<file path="config.mk">
export PLATFORM = sky130hd
export DESIGN_NAME = timer_bank
export DESIGN_NICKNAME = d
export VERILOG_FILES = /design/src/rtl/timer_bank_pkg.sv /design/src/rtl/timer_bank_ctrl.sv /design/src/rtl/timer_bank_core.sv /design/src/rtl/timer_bank_dp.sv /design/src/rtl/timer_bank.sv
export SDC_FILE = /design/constraint.sdc
export NUM_CORES = 1
export LEC_CHECK = 0
export ABC_CLOCK_PERIOD_IN_PS = 3700
export CAP_MARGIN = 10
export CORE_UTILIZATION = 55
export CTS_CLUSTER_DIAMETER = 200
export DETAILED_ROUTE_END_ITERATION = 8
export PLACE_DENSITY = 0.77
export SYNTH_ARGS = -nofsm -noshare
export SYNTH_HDL_FRONTEND = slang
export SYNTH_SLANG_ARGS = --single-unit
</file>
<file path="constraint.sdc">
create_clock -name clk -period 3.7 [get_ports clk]
set_input_delay 1.11 -clock clk [delete_from_list [all_inputs] [get_ports clk]]
set_output_delay 1.11 -clock clk [all_outputs]
set_load 0.005 [all_outputs]
</file>
<file path="src/rtl/timer_bank_pkg.sv">
package timer_bank_pkg;
  localparam int MAX_CORES = 8;
  localparam int WIN_BYTES = 32;
  localparam int OFS_W     = $clog2(WIN_BYTES);
  localparam int ADDR_W    = $clog2((MAX_CORES + 1) * WIN_BYTES);
  localparam int WIN_W     = ADDR_W - OFS_W;
  localparam int CID_W     = $clog2(MAX_CORES);
  localparam int REG_W     = OFS_W - 2;

  typedef struct packed {
    logic             hitValid;
    logic [CID_W-1:0] hitIdx;
    logic             wrEn;
    logic             rdEn;
    logic [REG_W-1:0] regIdx;
    logic             errFlag;
  } accStrobe_t;
endpackage

</file>
<file path="src/rtl/timer_bank_ctrl.sv">
module timer_bank_ctrl
  import timer_bank_pkg::*;
#(
  parameter int NUM_CORES = 4
) (
  input  logic              busSel,
  input  logic              busWrite,
  input  logic [ADDR_W-1:0] busAddr,
  input  logic [1:0]        busSize,
  input  logic [CID_W-1:0]  coreId,
  output accStrobe_t        strb
);
  localparam logic [CID_W:0]   NC_CID = (CID_W + 1)'(NUM_CORES);
  localparam logic [WIN_W-1:0] NC_WIN = WIN_W'(NUM_CORES);

  logic             wordOk;
  logic [WIN_W-1:0] busWin;
  logic             isAlias;
  logic             aliasOk;
  logic             directOk;

  always_comb begin
    wordOk   = (busSize == 2'd2) && (busAddr[1:0] == 2'b00);
    busWin   = busAddr[ADDR_W-1:OFS_W];
    isAlias  = (busWin == '0);
    aliasOk  = ({1'b0, coreId} < NC_CID);
    directOk = (busWin <= NC_WIN);

    strb.wrEn     = busWrite;
    strb.rdEn     = !busWrite;
    strb.regIdx   = busAddr[OFS_W-1:2];
    strb.hitIdx   = isAlias ? coreId : CID_W'(busWin - 1'b1);
    strb.hitValid = busSel && wordOk && (isAlias ? aliasOk : directOk);
    strb.errFlag  = busSel && wordOk && isAlias && !aliasOk;
  end
endmodule

</file>
<file path="src/rtl/timer_bank_core.sv">
module timer_bank_core
  import timer_bank_pkg::*;
#(
  parameter int DATA_W = 32
) (
  input  logic              clk,
  input  logic              rstN,
  input  logic              wrEn,
  input  logic [REG_W-1:0]  regIdx,
  input  logic [DATA_W-1:0] wdata,
  output logic [DATA_W-1:0] rdWord,
  output logic              irq
);
  localparam logic [DATA_W-1:0] ONE = DATA_W'(1);

  logic [DATA_W-1:0] loadVal;
  logic [DATA_W-1:0] cnt;
  logic [2:0]        ctrlBits;
  logic              flag;
  logic              wrLoad, wrCnt, wrCtrl, wrStat;
  logic              stepping, expire;

  always_comb begin
    wrLoad   = wrEn && (regIdx == REG_W'(0));
    wrCnt    = wrEn && (regIdx == REG_W'(1));
    wrCtrl   = wrEn && (regIdx == REG_W'(2));
    wrStat   = wrEn && (regIdx == REG_W'(3));
    stepping = ctrlBits[0] && (cnt != '0);
    expire   = ctrlBits[0] && (cnt == ONE) && !wrLoad && !wrCnt;
  end

  always_ff @(posedge clk) begin
    if (!rstN) begin
      loadVal  <= '0;
      cnt      <= '0;
      ctrlBits <= '0;
      flag     <= 1'b0;
    end else begin
      if (wrLoad) begin
        loadVal <= wdata;
        cnt     <= wdata;
      end else if (wrCnt) begin
        cnt <= wdata;
      end else if (stepping) begin
        cnt <= (cnt == ONE && ctrlBits[1]) ? loadVal : cnt - ONE;
      end
      if (wrCtrl) ctrlBits <= wdata[2:0];
      if (expire) flag <= 1'b1;
      else if (wrStat && wdata[0]) flag <= 1'b0;
    end
  end

  always_comb begin
    case (regIdx)
      REG_W'(0): rdWord = loadVal;
      REG_W'(1): rdWord = cnt;
      REG_W'(2): rdWord = {{(DATA_W-3){1'b0}}, ctrlBits};
      REG_W'(3): rdWord = {{(DATA_W-1){1'b0}}, flag};
      default:   rdWord = '0;
    endcase
  end

  assign irq = flag && ctrlBits[2];
endmodule

</file>
<file path="src/rtl/timer_bank_dp.sv">
module timer_bank_dp
  import timer_bank_pkg::*;
#(
  parameter int NUM_CORES = 4,
  parameter int DATA_W    = 32
) (
  input  logic                 clk,
  input  logic                 rstN,
  input  accStrobe_t           strb,
  input  logic [DATA_W-1:0]    wdata,
  output logic [DATA_W-1:0]    rdata,
  output logic                 accErr,
  output logic [NUM_CORES-1:0] irq
);
  logic [DATA_W-1:0] rdWord [NUM_CORES];
  logic [DATA_W-1:0] rdMux;

  for (genvar g = 0; g < NUM_CORES; g++) begin : g_core
    logic coreWr;
    assign coreWr = strb.hitValid && strb.wrEn && (strb.hitIdx == CID_W'(g));
    timer_bank_core #(.DATA_W(DATA_W)) i_core (
      .clk    (clk),
      .rstN   (rstN),
      .wrEn   (coreWr),
      .regIdx (strb.regIdx),
      .wdata  (wdata),
      .rdWord (rdWord[g]),
      .irq    (irq[g])
    );
  end

  always_comb begin
    rdMux = '0;
    for (int i = 0; i < NUM_CORES; i++) begin
      if (strb.hitIdx == CID_W'(i)) rdMux = rdMux | rdWord[i];
    end
  end

  always_ff @(posedge clk) begin
    if (!rstN) begin
      rdata  <= '0;
      accErr <= 1'b0;
    end else begin
      rdata  <= (strb.hitValid && strb.rdEn) ? rdMux : '0;
      accErr <= strb.errFlag;
    end
  end
endmodule

</file>
<file path="src/rtl/timer_bank.sv">
module timer_bank
  import timer_bank_pkg::*;
#(
  parameter int NUM_CORES = 4,
  parameter int DATA_W    = 32
) (
  input  logic                 clk,
  input  logic                 rstN,
  input  logic                 busSel,
  input  logic                 busWrite,
  input  logic [ADDR_W-1:0]    busAddr,
  input  logic [1:0]           busSize,
  input  logic [CID_W-1:0]     coreId,
  input  logic [DATA_W-1:0]    busWdata,
  output logic [DATA_W-1:0]    rdata,
  output logic                 accErr,
  output logic [NUM_CORES-1:0] irq
);
  if (NUM_CORES < 1 || NUM_CORES > MAX_CORES) begin : g_badCount
    $error("timer_bank: NUM_CORES out of range");
  end

  accStrobe_t strb;

  timer_bank_ctrl #(.NUM_CORES(NUM_CORES)) i_ctrl (
    .busSel   (busSel),
    .busWrite (busWrite),
    .busAddr  (busAddr),
    .busSize  (busSize),
    .coreId   (coreId),
    .strb     (strb)
  );

  timer_bank_dp #(.NUM_CORES(NUM_CORES), .DATA_W(DATA_W)) i_dp (
    .clk    (clk),
    .rstN   (rstN),
    .strb   (strb),
    .wdata  (busWdata),
    .rdata  (rdata),
    .accErr (accErr),
    .irq    (irq)
  );
endmodule

</file>
### After elaboration in Yosys (flattened, before gate mapping)

Index checks and enable logic that the tools add are counted.

* register bits after elaboration: 305
* input bits: 50
* output and inout port bits: 37
* logic and storage cells: 155

* add/sub/neg operators: 5
* magnitude comparators: 2
* equal/unequal tests: 11
* multiplexer cells: 34
* bitwise operators: 3
* reductions and logical operators: 82

Operators by type and width (number)
* two-way mux 32 bit: 20
* one-hot mux 32 bit (4 select lines): 4
* == test 32 x 1 -> 1 bit (second input constant): 4
* nonzero test 32 bit: 4
* subtractor 32 x 1 -> 32 bit (second input constant): 4
* bitwise OR 32 bit: 3
* logical AND 1 bit: 55
* == test 3 x 2 -> 1 bit (second input constant): 4
* nonzero test 3 bit: 4
* logical NOT 1 bit: 10
* two-way mux 1 bit: 9
* nonzero test 2 bit: 4
* == test 3 x 1 -> 1 bit (second input constant): 2
* logical NOT 3 bit: 2
* less-or-equal comparator 4 x 3 -> 1 bit (second input constant): 1
* logical NOT 4 bit: 1
* less-than comparator 3 bit (second input constant): 1
* two-way mux 3 bit: 1
* subtractor 3 x 1 -> 3 bit (second input constant): 1
* == test 2 bit (second input constant): 1
* logical NOT 2 bit: 1
* AND reduction 2 bit: 1

### Longest topological paths before layout

* word-level depth: 11
* gate-level depth with buffers: 12
* gate-level depth less buffers: 8

### Modules after synthesis

A second synthesis with hierarchy kept.

* cells, all modules: 2471
* area, all modules: 18990.7 sq um

By module, submodules not included
* timer_bank_core (i_dp.g_core[2].i_core ...): instances 2, cells each 564, area each 4241.6 sq um, seq. area each 1361.3 sq um
* timer_bank_core (i_dp.g_core[0].i_core ...): instances 2, cells each 564, area each 4209.0 sq um, seq. area each 1361.3 sq um
* timer_bank_dp: instances 1, cells each 190, area each 1910.6 sq um, seq. area each 660.6 sq um
* timer_bank_ctrl: instances 1, cells each 25, area each 178.9 sq um, seq. area each 0.0 sq um

### Worst setup path before layout

No wires, ideal clock.

* kind: in2reg
* start point: input port busAddr[5]
* end point: register i_dp.g_core[0].i_core.ctrlBits[1]
* library setup time: 0.128 ns
* data arrival time: 3.449 ns
* data required time: 3.572 ns
* setup slack: 0.124 ns
* cell stages on the path: 10
* path buffers: 2
* cell sequence: inv_1 ha_1 or3b_1 clkbuf_1 or3_1 a21oi_1 clkbuf_1 nor2b_1 mux2i_1 nor2_1

* word-level cells in the longest chain between the ends: 6
* elaborated cells on any way between the ends: 10
* classes of those cells: add/sub: 1; order compare: 1; mux: 2; reduce/logical: 6

RTL lines
* start: declaration: RTL line timer_bank.sv:11 `input logic [ADDR_W-1:0] busAddr,`
* less-or-equal comparator 4 x 3 -> 1 bit or logical NOT 4 bit (tied branches): RTL line timer_bank_ctrl.sv:27, timer_bank_ctrl.sv:25
* two-way mux 1 bit: RTL line timer_bank_ctrl.sv:33 `strb.hitValid = busSel && wordOk && (isAlias ? aliasOk : directOk);`
* logical AND 1 bit: RTL line timer_bank_ctrl.sv:33
* logical AND 1 bit: RTL line timer_bank_dp.sv:20 `assign coreWr = strb.hitValid && strb.wrEn && (strb.hitIdx == CID_W'(g));`
* logical AND 1 bit (*): RTL line timer_bank_dp.sv:20
* logical AND 1 bit (*): RTL line timer_bank_core.sv:26 `wrCtrl = wrEn && (regIdx == REG_W'(2));`
* end signal: assignment: RTL line timer_bank_core.sv:47 `if (wrCtrl) ctrlBits <= wdata[2:0];`
* end: declaration: RTL line timer_bank_core.sv:18 `logic [2:0] ctrlBits;`

Every way passes the cells marked *; elsewhere a longest branch is shown, timed or not.
A chain may end at the register's enable or synchronous reset.

### Final worst setup path

* start point: input port busAddr[5]
* end point: register i_dp.rdata[28]

* word-level cells in the longest chain between the ends: 10
* elaborated cells on any way between the ends: 19
* classes of those cells: add/sub: 1; order compare: 1; eq/ne: 3; mux: 6; bitwise: 3; reduce/logical: 5

RTL lines
* subtractor 3 x 1 -> 3 bit or logical NOT 4 bit (tied branches): RTL line timer_bank_ctrl.sv:32, timer_bank_ctrl.sv:25
* two-way mux 3 bit: RTL line timer_bank_ctrl.sv:32 `strb.hitIdx = isAlias ? coreId : CID_W'(busWin - 1'b1);`
* logical NOT 3 bit: RTL line timer_bank_dp.sv:35 `if (strb.hitIdx == CID_W'(i)) rdMux = rdMux | rdWord[i];`
* two-way mux 32 bit: RTL line timer_bank_dp.sv:35
* bitwise OR 32 bit: RTL line timer_bank_dp.sv:35
* two-way mux 32 bit: RTL line timer_bank_dp.sv:35
* bitwise OR 32 bit: RTL line timer_bank_dp.sv:35
* two-way mux 32 bit: RTL line timer_bank_dp.sv:35
* bitwise OR 32 bit: RTL line timer_bank_dp.sv:35
* two-way mux 32 bit: RTL line timer_bank_dp.sv:35
* end signal: assignment: RTL line timer_bank_dp.sv:44 `rdata <= (strb.hitValid && strb.rdEn) ? rdMux : '0;`
* end: declaration: RTL line timer_bank_dp.sv:11 `output logic [DATA_W-1:0] rdata,`

Parallel ways exist; a longest one is shown, timed or not.

==> impl_metrics.py <==
metrics = {
    "status": {
        "status": "finished, violations left",
        "violations": "DRC",
    },
    "detailed_routing": {
        "viasPerCell": 6.897,
        "num_vias": 16930,
        "drtIter0Drc": 1961,
        "drcViolationCount": 10,
        "route.antenna.remaining_nets": 0,
        "drt_wl_total_um": 58690,
        "routedWlPerCell_um": 23.91,
        "drt_pass1_iterations": 8,
    },
    "job": {
        "drv_cap": 0,
    },
    "finish": {
        "diodes": 0,
        "mostFrequentLayoutCell": "dfxtp_1",
        "area_growth_syn_to_layout_pct": 15.82,
        "fill_cells": 2511,
        "utilization_pct": 65.41,
        "regArea_um2": 6106,
        "mostFrequentLayoutCells": "dfxtp_1 (305), nor2_1 (252), mux2i_1 (245)",
        "drive_above_1_share_pct": 9.471,
        "multiInputGateArea_um2": 10390,
        "final_area_um2": 20170,
        "final_nets": 2096,
    },
    "floorplan": {
        "initial_utilization_pct": 56.47,
        "io_pins": 87,
        "core_um2": 30830,
        "dieArea_um2": 32370,
        "die_h_um": 179.9,
        "core.rowCount": 64,
        "die_x_um": 179.9,
    },
    "clocking": {
        "cts_sinks": 305,
        "cts_root_buf": "clkbuf_16",
        "cts_resized": 0,
        "clock_latency_ns": 0.52,
        "cts.reportedPaths.clkPinSlew_ns": 0.06,
        "tritoncts": "built",
        "ctsHoldBuffers": 0,
        "clockBufferDepth": 3,
        "cts_buffers": 35,
        "htreeDepth": 2,
        "cts_setup_buffers": 0,
    },
    "critical_path": {
        "cp_top_family": "buffers and inverters",
        "worst_ep_required_time_ns": 4.13,
        "slowest_delay_ns": 0.42,
        "worstRegToRegCells": 5,
        "crit_start": "busAddr[5]",
        "worstSetupStartpointType": "input pin",
        "slowest_stage": "clkdlybuf4s50_1",
        "regToRegStartpoint": "i_dp.g_core[1].i_core.cnt[10]",
        "end_kind": "flop",
        "worst-path-max-fanout": 22,
        "r2r_end": "i_dp.g_core[1].i_core.cnt[19]",
        "path_cells": "clkdlybuf4s50_1 > inv_1 > ha_1 > nor3b_1 > buf_4 > nand3b_1 > a21oi_4 > buf_4 > a22oi_1 > a211o_1 > a21oi_1",
        "critPathBufInv": 4,
        "crit_top_cell": "buf_4",
        "r2r_setup_slack_ns": 0.46,
        "critPathKind": "input pin to flop",
        "cp.arrival_ns": 3.87,
    },
    "timing": {
        "drv_slew": 0,
        "rsz0062_at_grt": "no",
        "worstMarginPinSlew_ns": 0.9014,
        "fmax_ghz": 0.2907,
        "finClkSkew_ns": 0.01402,
        "period_needed_ns": 3.440,
        "finalCritPeriodShare_pct": 92.98,
        "final_hold_viol_count": 0,
        "setup_tns_ns": 0,
        "report.final.setup_viol": 0,
        "maxSlewHeadroom_pct": 39.76,
    },
    "grt": {
        "met1_usage_pct": 48.09,
        "antenna_found_initial": 0,
        "grt_use_total_pct": 35.51,
        "busiest_layer": "met2",
        "gr-total-overflow": 0,
        "grt_pass1_vias": 15650,
        "grt_max_degree": 140,
        "grt_pass1_wl_um": 91560,
        "grtUsageMet3_pct": 6.686,
        "grtUsageMet2_pct": 54.46,
    },
    "power_and_ir_drop": {
        "power.switching_w": 0.001692,
        "cellPowerDensity_nw_per_um2": 359.0,
        "fin_total_pwr_w": 0.007239,
        "seqPwrFrac_pct": 45.4,
        "ir_drop_v": 0.0002994,
        "clock_power_share_pct": 49.0,
        "p_int_w": 0.005547,
        "p_leak_nw": 8.638,
        "sw_frac_of_total_pct": 23.37,
        "pwr-share-comb_pct": 5.7,
    },
    "place": {
        "numPortBuffers": 86,
        "hpwl_um": 40050,
        "gp_congestion": 0.9559,
        "placed_area_um2": 19010,
    },
    "hold_path": {
        "min_from": "i_dp.g_core[0].i_core.flag",
        "hold_path_class": "flop to flop",
        "worstHoldPathCells": 2,
        "whs_endpoint": "i_dp.g_core[0].i_core.flag",
    },
    "logic_synthesis": {
        "synth_cell_types": 77,
        "synth_fp_nets": 2087,
        "ys_warn_count": 0,
        "mappedNetlistArea_um2": 17410,
        "yosysTopAreaCell": "dfxtp_1",
        "synth.area.top_cells": "dfxtp_1 (35%), mux2i_1 (14%), nor2_1 (5.5%)",
        "syn-instance-count": 2027,
        "synth-main-ff-cell": "dfxtp_1",
        "synth_edf_count": 0,
        "ys_seq_area_share_pct": 35.07,
        "async_reset_ff_share_pct": 0,
        "synth_top_area_share_pct": 35.07,
        "synth_seq_cells": 305,
        "synth_area_per_cell_um2": 8.589,
    },
}
==> cell usage after synthesis, types with 27 or more instances <==
cell and instances:
o22a_1 42, nor2_1 253, o21ai_0 41, xor2_1 55, o211ai_1 55, o32ai_1 29
a22oi_1 112, or4_1 31, nor4_1 51, nand3_1 27, a21oi_1 103, dfxtp_1 305
nor3_1 50, mux2i_1 245, clkbuf_1 176, nand2_1 78, xnor2_1 34
==> per-stage QoR <==
stage                     setup WS [ns]  cells  hold WS (ns)
after floorplan                  0.1236   2027        0.4372
after CTS                        0.2936   2455        0.4818
after global placement          -0.1556   2395        0.4692
after global routing            0.01032   2455        0.5104
final                            0.2599   2455        0.4858
after detailed placement        -0.1901   2395        0.4776
==> cell type report <==
class / count / area share (%)
Sequential cell: 305 / 30.28
Clock inverter: 9 / 0.4964
Tap cell: 396 / 2.457
Timing Repair Buffer: 190 / 9.698
Multi-Input combinational cell: 1488 / 51.50
Inverter: 16 / 0.3226
Clock buffer: 51 / 5.249
==> flip-flops by register name, indices dropped and copies added, names as in the netlist <==
| name | count |
|---|---|
| i_dp.rdata | 32 |
| i_dp.g_core.i_core.loadVal | 128 |
| i_dp.g_core.i_core.cnt | 128 |
| i_dp.g_core.i_core.flag | 4 |
| i_dp.g_core.i_core.ctrlBits | 12 |
| i_dp.accErr | 1 |
==> tightest hold or removal path, stage by stage (launching register included) <==
cell	delay [ns]
dfxtp_1	0.33
nand2_1	0.06
a21oi_1	0.05
==> how the worst max path moves through the flow <==
| stage | slack (ns) | end | cells after the start |
|---|---|---|---|
| 2_1_floorplan | 0.12 | i_dp.g_core[0].i_core.ctrlBits[1] | 10 |
| 4_1_cts | 0.29 | i_dp.g_core[0].i_core.cnt[22] | 11 |
| 5_1_grt | 0.01 | i_dp.g_core[0].i_core.cnt[16] | 11 |
| 3_3_place_gp | -0.16 | i_dp.rdata[28] | 11 |
| 3_5_place_dp | -0.19 | i_dp.g_core[0].i_core.cnt[22] | 11 |
| 6_report | 0.26 | i_dp.rdata[28] | 11 |
==> metal layers <==
metal,wire (µm),part of all wire (%),vias to the layer above
met5,0,0,-
met4,2837,4.8,0
met3,6602,11,191
met2,25530,43,1112
met1,23720,40,8027
li1,-,-,7603
==> power by group through the flow <==
stage                     Sequential, W  Combinational [W]  Clock [W]
after floorplan                 0.00336           0.000205          0
after global placement          0.00336           0.000393          0
after detailed placement        0.00336           0.000395          0
after CTS                       0.00328           0.000397    0.00355
after global routing            0.00328           0.000419    0.00370
final                           0.00328           0.000409    0.00355
==> cells by family (layout without fill, tap and decap cells) <==
family                     count (synthesis)  in the layout  synth area share (%)
and+or+nand+nor                          604            604                 17.31
AOI/OAI and AO/OA                        531            531                 22.01
DFF                                      305            305                 35.07
muxes                                    254            254                 14.93
buffers and inverters                    234            266                 5.490
xor gates and xnor gates                  89             89                 4.477
adders and majority gates                 10             10                0.7186
Note: power is estimated with default switching activity, not from simulation.
